==> src/rtl/rnd_pkg.sv <==
package rnd_pkg;

    typedef enum logic [1:0] {
        RND_TRUNC   = 2'd0,
        RND_HALF_UP = 2'd1,
        RND_AWAY    = 2'd2,
        RND_EVEN    = 2'd3
    } rnd_mode_e;

endpackage

==> src/rtl/rnd_frac_classify.sv <==
// Splits the discarded fraction into the half bit and a "something below half" flag.
module rnd_frac_classify #(
    parameter int DROP = 4
) (
    input  logic [DROP-1:0] frac,
    output logic            half_bit,
    output logic            below_nz
);

    assign half_bit = frac[DROP-1];

    generate
        if (DROP > 1) begin : g_wide
            assign below_nz = |frac[DROP-2:0];
        end else begin : g_single
            // With one dropped bit, nothing lies below the half bit: every set bit is a tie.
            assign below_nz = 1'b0;
        end
    endgenerate

endmodule

==> src/rtl/rnd_bump_select.sv <==
// Decides whether the kept value is incremented, according to the policy.
module rnd_bump_select
    import rnd_pkg::*;
#(
    parameter int MODE = 3
) (
    input  logic half_bit,
    input  logic below_nz,
    input  logic sign,
    input  logic keep_lsb,
    output logic bump
);

    localparam rnd_mode_e POLICY = rnd_mode_e'(MODE[1:0]);

    logic tie;
    assign tie = half_bit & ~below_nz;

    generate
        case (POLICY)
            RND_TRUNC: begin : g_trunc
                logic unused_in;
                assign unused_in = half_bit ^ below_nz ^ sign ^ keep_lsb ^ tie;
                assign bump = 1'b0;
            end
            RND_HALF_UP: begin : g_half_up
                logic unused_in;
                assign unused_in = sign ^ keep_lsb ^ tie ^ below_nz;
                assign bump = half_bit;
            end
            RND_AWAY: begin : g_away
                // Negative ties keep the floor value, which is further from zero.
                logic unused_in;
                assign unused_in = keep_lsb;
                assign bump = half_bit & (~tie | ~sign);
            end
            default: begin : g_even
                logic unused_in;
                assign unused_in = sign;
                assign bump = half_bit & (~tie | keep_lsb);
            end
        endcase
    endgenerate

endmodule

==> src/rtl/rnd_pipe_reg.sv <==
// One-cycle output register for the data word and its strobe.
module rnd_pipe_reg #(
    parameter int W = 16
) (
    input  logic         clk,
    input  logic         rst,
    input  logic         d_sync,
    input  logic [W-1:0] d_data,
    output logic         q_sync,
    output logic [W-1:0] q_data
);

    always_ff @(posedge clk) begin
        if (rst) begin
            q_sync <= 1'b0;
            q_data <= '0;
        end else begin
            q_sync <= d_sync;
            q_data <= d_data;
        end
    end

endmodule

==> src/rtl/rnd_stage.sv <==
module rnd_stage
    import rnd_pkg::*;
#(
    parameter int IN_W  = 20,
    parameter int OUT_W = 16,
    parameter int MODE  = 3
) (
    input  logic             clk,
    input  logic             rst,
    input  logic             in_sync,
    input  logic [IN_W-1:0]  in_data,
    output logic             out_sync,
    output logic [OUT_W-1:0] out_data
);

    localparam int DROP = IN_W - OUT_W;

    logic [OUT_W-1:0] kept;
    logic [DROP-1:0]  frac;
    logic             half_bit;
    logic             below_nz;
    logic             bump;
    logic [OUT_W-1:0] rounded;

    assign kept = in_data[IN_W-1:DROP];
    assign frac = in_data[DROP-1:0];

    rnd_frac_classify #(.DROP(DROP)) u_cls (
        .frac     (frac),
        .half_bit (half_bit),
        .below_nz (below_nz)
    );

    rnd_bump_select #(.MODE(MODE)) u_sel (
        .half_bit (half_bit),
        .below_nz (below_nz),
        .sign     (in_data[IN_W-1]),
        .keep_lsb (kept[0]),
        .bump     (bump)
    );

    // The sum is taken modulo 2^OUT_W: a rounded-up maximum wraps.
    assign rounded = kept + OUT_W'(bump);

    rnd_pipe_reg #(.W(OUT_W)) u_reg (
        .clk    (clk),
        .rst    (rst),
        .d_sync (in_sync),
        .d_data (rounded),
        .q_sync (out_sync),
        .q_data (out_data)
    );

endmodule

==> config.mk <==
export PLATFORM = sky130hd
export DESIGN_NAME = rnd_stage
export DESIGN_NICKNAME = d
export VERILOG_FILES = /design/src/rtl/rnd_pkg.sv /design/src/rtl/rnd_frac_classify.sv /design/src/rtl/rnd_bump_select.sv /design/src/rtl/rnd_pipe_reg.sv /design/src/rtl/rnd_stage.sv
export SDC_FILE = /design/constraint.sdc
export NUM_CORES = 1
export LEC_CHECK = 0
export BUFFER_PORTS_ARGS = -buffer_cell sky130_fd_sc_hd__buf_2
export CAP_MARGIN = 30
export CORE_ASPECT_RATIO = 0.9
export CORE_MARGIN = 1
export CORE_UTILIZATION = 47
export DETAILED_ROUTE_END_ITERATION = 8
export MAX_ROUTING_LAYER = met4
export PLACE_DENSITY_LB_ADDON = 0.1
export SYNTH_ARGS = -nofsm -noshare
export SYNTH_HDL_FRONTEND = slang
export SYNTH_SLANG_ARGS = --single-unit
==> constraint.sdc <==
create_clock -name clk -period 3 [get_ports clk]
set_input_delay 0.45 -clock clk [delete_from_list [all_inputs] [get_ports clk]]
set_output_delay 0.45 -clock clk [all_outputs]
set_load 0.03 [all_outputs]
==> results of run 1 <==
## metal layers
metal | part of all wire | track usage | wire length (um)
met1 | 0.43 | 0.237 | 666
met2 | 0.49 | 0.344 | 769
met3 | 0.074 | 0.0793 | 115
met4 | 0.0077 | 0.0682 | 12
met5 | 0 | - | 0
## registers in the layout, summed over array words and instances (netlist names)
signal        count
u_reg.q_sync      1
u_reg.q_data     16
## cells by family (layout without fill, tap and decap cells)
logic type	after synthesis	count (layout)
adders and majority gates	1	1
xor gates and xnor gates	9	9
AOI/OAI and AO/OA	8	8
muxes	2	2
and+or+nand+nor	41	41
buffers and inverters	6	47
DFF	17	17
## Yosys cell counts
| cell type | instances | area (sq um) |
|---|---|---|
| dfxtp_1 | 17 | 340 |
| nor2_1 | 13 | 48.8 |
| xnor2_1 | 7 | 61.3 |
| a21oi_1 | 4 | 20.0 |
| inv_1 | 4 | 15.0 |
| nand3_1 | 4 | 20.0 |
| nor2b_1 | 4 | 25.0 |
| nand2_1 | 3 | 11.3 |
| nor3_1 | 3 | 15.0 |
| clkbuf_1 | 2 | 7.51 |
| mux2_1 | 2 | 22.5 |
| nand2b_1 | 2 | 12.5 |
| nand3_4 | 2 | 35.0 |
| nor4_2 | 2 | 25.0 |
| o21ai_0 | 2 | 10.0 |
| or3_1 | 2 | 12.5 |
| xor2_1 | 2 | 17.5 |
| a31o_1 | 1 | 8.76 |
| and2_1 | 1 | 6.26 |
| ha_1 | 1 | 12.5 |
| nand3_2 | 1 | 10.0 |
| nand4_1 | 1 | 6.26 |
| nand4_2 | 1 | 12.5 |
| nor3_4 | 1 | 16.3 |
| nor4_1 | 1 | 6.26 |
| o311ai_0 | 1 | 8.76 |
## area by class of cell
| class | count | area share |
|---|---|---|
| clock buffers | 3 | 0.0219 |
| clock inverters | 1 | 0.00486 |
| inverters | 4 | 0.0146 |
| multi-input cells | 61 | 0.412 |
| flip-flops and latches | 17 | 0.330 |
| well taps | 22 | 0.0267 |
| repair buffers | 39 | 0.190 |
## power breakdown
| part | switching [W] | internal [W] | total (W) |
|---|---|---|---|
| clock network | 0.0000725 | 0.0000496 | 0.000122 |
| logic | 0.0000631 | 0.0000341 | 0.0000972 |
| registers | 0.00000268 | 0.000239 | 0.000241 |
## per-stage QoR
| stage | setup slack, ns | utilization | cells | cell area, sq um | hold WS (ns) |
|---|---|---|---|---|---|
| 2_1_floorplan | 1.41 | - | 84 | 787 | 0.578 |
| 3_3_place_gp | 1.19 | 0.670 | 143 | 1000 | 0.657 |
| 3_5_place_dp | 1.15 | 0.670 | 143 | 1000 | 0.664 |
| 4_1_cts | 1.47 | 0.688 | 147 | 1030 | 0.357 |
| 5_1_grt | 1.37 | 0.688 | 147 | 1030 | 0.357 |
| 6_report | 1.46 | 0.688 | 147 | 1030 | 0.364 |
## worst max-delay path by stage
stage                             to  cells past startpoint
finish              u_reg.q_data[14]                      7
CTS                 u_reg.q_data[14]                      7
global placement    u_reg.q_data[14]                      7
global route        u_reg.q_data[14]                      7
floorplan           u_reg.q_data[14]                      6
detailed placement  u_reg.q_data[14]                      7
==> impl_results.md, run 1 <==
- Post-CTS Setup Bufs: 0
- Core footprint: approximately 0.0015 sq mm
- Max cap viols: 0
- Row Count: 13
- Required @ worst endpoint: 3.18 ns
- Starting Density: 0.526
- Highest-delay cell along the critical path: mux2_1
- Hold Crit Start: in_sync
- Max Clk Rate: roughly 650 MHz
- Vias post-DR: roughly 700
- Post-synthesis adder-cell area fraction: 0.0159
- Die width: about 45 um
- Syn. warnings: 0
- Crit path launch: in_data[4]
- GRT Resource Usage Total: 0.209
- Clock slew seen by the registers of the worst setup and hold paths: roughly 0.10 ns
- Drt wl/cell: about 11 um
- CTS H-tree depth: 1
- First-pass GRT wire length: 2.55 mm
- ANT nets after route: 0
- Vias in the first global route: approximately 580
- Final WL: 1.56 mm
- Hold EP: u_reg.q_sync
- Port bufs: 39
- GRT overflow: 0
- TNS Setup: 0 ns
- VDD IR max: ~310 uV
- Post-synthesis mux area share: 0.0286
- Status: finished, final reports clean
- CP Capture Type: flop
- Simple-gate area share of the yosys netlist: 0.334
- CTS tree: done
- RSZ-0062 raised after global routing: no
- Final Max Tran Viols: 0
- CTS Buffer Depth: 2
- Commonest non-fill, non-tap cell in the layout: buf_2
- DR vias/cell: about 4.8
- Post-cts sizing count: 0
- Leakage: 0.471 nW
- Die Y: just over 40 um
- Flops & latches, synth: 17
- Share of cells above drive strength 1: 0.400
- Post-synthesis compound-gate area fraction: 0.0604
- Root Buffer: clkbuf_4
- DRT Pass-1 Iters: 4
- 1st-iter DRT viols: 18
- CTS buffer count: 3
- Largest net degree at the start of global routing: 21
- Hpwl dp: ~1.2 mm
- Storage element area: 340 sq um
- Cell Area, Synth: 787 sq um
- PD cells: about 450 mW/mm^2
- CP peak stage delay: between 0.3 and 0.4 ns
- Fin. Hold Viols: 0
- Xor/xnor cell area share of the yosys netlist: 0.100
- Final setup vio count: 0
- Worst hold stages: 2
- Crit-path cells: buf_2 -> and2_1 -> ha_1 -> nand2_1 -> nor3_1 -> nand3_1 -> mux2_1
- Syn avg cell area: around 9.4 sq um
- Cell family with most CP delay: simple AND/OR/NAND/NOR gates
- DR DRC count: 0
- Hold WC Path Type: in -> reg
- Sequential element share of the synthesized area: 0.432
- Worst-margin pin slew: 0.341 ns
- GP Congestion: roughly 0.8
- Layout area overhead: 30.8%
- Total power: 0.000461 W
- Hold_buf cts: 0
- Largest family of logic cells by synthesized area: simple AND/OR/NAND/NOR gates
- Worst Path Buf+Inv: 1
- Worst Setup Start Kind: input pin
- CTS sink count: 17
- IO Pins: 40
- Max FO, Critical Path: 6
- Period utilization: 0.512
- Post-Syn Nets: 108
- Multi-input logic area: roughly 420 sq um
- Antenna violations before repair: 0
- Post-layout min period: roughly 1.5 ns
- Setup Crit Path Kind: in -> reg
- Synth cell types: 26
- Max-slew headroom: 0.773
- Most frequent cells in the layout: buf_2 (39), dfxtp_1 (17), nor2_1 (13)
- Final #Nets: 150
- Die ar.: around 0.0018 sq mm
- CP arrival: between 1.5 and 2 ns
- Fillers: around 140
- N_diodes: 0
- Cell count after synthesis: between 80 and 90
Power figures use the tool's default switching activity.
==> run 2: changes to the inputs <==
--- a/config.mk
+++ b/config.mk
@@ -9,7 +9,7 @@
 export CAP_MARGIN = 30
 export CORE_ASPECT_RATIO = 0.9
 export CORE_MARGIN = 1
-export CORE_UTILIZATION = 47
+export CORE_UTILIZATION = 39
 export DETAILED_ROUTE_END_ITERATION = 8
 export MAX_ROUTING_LAYER = met4
 export PLACE_DENSITY_LB_ADDON = 0.1
==> constraint.sdc (replaced) <==
create_clock -name clk -period 1.3 [get_ports clk]
set_input_delay 0.195 -clock clk [delete_from_list [all_inputs] [get_ports clk]]
set_output_delay 0.195 -clock clk [all_outputs]
set_load 0.03 [all_outputs]
==> run 2 against run 1 <==
Cell count up 8.8%; worst hold slack worse by 0.25 ns; flip-flop and latch count unchanged; critical path depth unchanged; die area up 20%; wire length down 1.1%; first-iteration DRC count down 39%; global-route usage down 4.2 points.
==> impl_results.md, run 2 (synthesis results as in run 1) <==
- Setup Crit Path Kind: in -> reg (unchanged)
- Core footprint: 0.00191 sq mm (was 0.00150 sq mm)
- DR DRC count: 0 (unchanged)
- CTS tree: done (unchanged)
- Worst hold stages: 2 (unchanged)
- PD cells: 964 mW/mm^2 (was 447 mW/mm^2)
- Max Clk Rate: ~910 MHz
- ANT nets after route: 0 (unchanged)
- 1st-iter DRT viols: 11 (was 18)
- DRT Pass-1 Iters: 5 (was 4)
- Worst Setup Start Kind: input pin (unchanged)
- Final Max Tran Viols: 0 (unchanged)
- GP Congestion: 0.824 (was 0.818)
- Share of cells above drive strength 1: 0.452 (was 0.400)
- RSZ-0062 raised after global routing: no (unchanged)
- Largest net degree at the start of global routing: 14 (was 21)
- Storage element area: 340 sq um (unchanged)
- Hold WC Path Type: in -> reg (unchanged)
- Antenna violations before repair: 0 (unchanged)
- Commonest non-fill, non-tap cell in the layout: buf_2 (unchanged)
- Die width: 49.4 um (was 45.1 um)
- Clock slew seen by the registers of the worst setup and hold paths: 0.10 ns (about the same)
- Period utilization: 0.842
- Vias in the first global route: 646 (was 581)
- VDD IR max: 495 uV (was 311 uV)
- Hpwl dp: 1.27 mm (was 1.16 mm)
- Most frequent cells in the layout: buf_2 (39), dfxtp_1 (17), nor2_1 (13) (unchanged)
- Row Count: 15 (was 13)
- CP Capture Type: flop (unchanged)
- Max cap viols: 0 (unchanged)
- Hold Crit Start: in_sync (unchanged)
- Worst-margin pin slew: 0.309 ns (was 0.341 ns)
- Port bufs: 39 (unchanged)
- Post-CTS Setup Bufs: 0 (unchanged)
- Worst setup margin: 0.206 ns (was 1.46 ns)
- Multi-input logic area: 429 sq um (was 424 sq um)
- Max FO, Critical Path: 3 (was 6)
- Status: finished, final reports clean (unchanged)
- Drt wl/cell: 9.67 um (was 10.6 um)
- Fin. Hold Viols: 0 (unchanged)
- CTS H-tree depth: 1 (unchanged)
- CTS Buffer Depth: 2 (unchanged)
- Largest register FFs: 16 (unchanged)
- Required @ worst endpoint: 1.48 ns (was 3.18 ns)
- Crit path launch: in_data[4] (unchanged)
- Largest regs: u_reg.q_data x16, u_reg.q_sync x1 (unchanged)
- N_diodes: 0 (unchanged)
- CP arrival: 1.28 ns (was 1.72 ns)
- Final setup vio count: 0 (unchanged)
- CTS sink count: 17 (unchanged)
- IO Pins: 40 (unchanged)
- Vias post-DR: 747 (was 709)
- Fillers: 193 (was 135)
- Final WL: 1.55 mm (was 1.56 mm)
- Hold_buf cts: 0 (unchanged)
- DR vias/cell: 4.67 (was 4.82)
- GRT overflow: 0 (unchanged)
- Place WS: -0.103 ns (was 1.15 ns)
- CTS buffer count: 3 (unchanged)
- Die Y: 44.6 um (was 40.8 um)
- Post-cts sizing count: 0 (unchanged)
- Max-slew headroom: 0.792 (was 0.773)
- Layout area overhead: 41.3% (was 30.8%)
- Crit path capture: u_reg.q_data[14] (unchanged)
- Starting Density: 0.411 (was 0.526)
- Hold slack: 0.116 ns (was 0.364 ns)
- Post-layout min period: between 1 and 1.5 ns
- GRT Resource Usage Total: 0.167 (was 0.209)
- Die ar.: 0.00220 sq mm (was 0.00184 sq mm)
- Top reg by flops: u_reg.q_data (unchanged)
- Final #Nets: 160 (was 150)
- Root Buffer: clkbuf_4 (unchanged)
- Leakage: 0.515 nW (was 0.471 nW)
- First-pass GRT wire length: 2.66 mm (was 2.55 mm)
-- run 2: how the worst min path moves through the flow --
stage / to / slack, ns
after floorplan: u_reg.q_sync / 0.32
after global placement: u_reg.q_sync / 0.41
after global routing: u_reg.q_sync / 0.14
after detailed placement: u_reg.q_sync / 0.42
final: u_reg.q_sync / 0.12
after CTS: u_reg.q_sync / 0.11
-- run 2: layout make-up --
| class | count | area share |
|---|---|---|
| clock buffer | 4 | 0.0236 |
| timing repair buffer | 49 | 0.243 |
| multi-input combinational | 61 | 0.386 |
| sequential | 17 | 0.306 |
| inverter | 4 | 0.0135 |
| tap | 25 | 0.0281 |
-- run 2: routing by layer --
layer  share of wire  GRT usage
met1            0.45      0.191
met2            0.48      0.277
met3           0.067     0.0344
met4          0.0084     0.0882
met5               0          -
-- run 2: stage by stage --
step / util / instances / power, W / instance area (sq um) / TNS [ns]
after floorplan: - / 84 / 0.000702 / 792 / 0
after global placement: 0.567 / 156 / 0.000806 / 1090 / -0.210
after detailed placement: 0.567 / 156 / 0.000810 / 1090 / -0.274
after CTS: 0.581 / 160 / 0.00109 / 1110 / 0
after global routing: 0.581 / 160 / 0.00113 / 1110 / 0
final: 0.581 / 160 / 0.00107 / 1110 / 0
-- run 2: critical path: stages --
cell and delay [ns]:
buf_2 0.08, and2_1 0.14, ha_2 0.19, nand2_2 0.07, nor3_1 0.17, nand3_1 0.12
mux2_1 0.32
-- run 2: power by group --
part	internal (W)	leakage, nW	switching (W)
logic	0.0000918	0.358	0.000147
clock network	0.000119	0.0150	0.000157
registers	0.000551	0.142	0.00000564
total	0.000762	0.515	0.000310
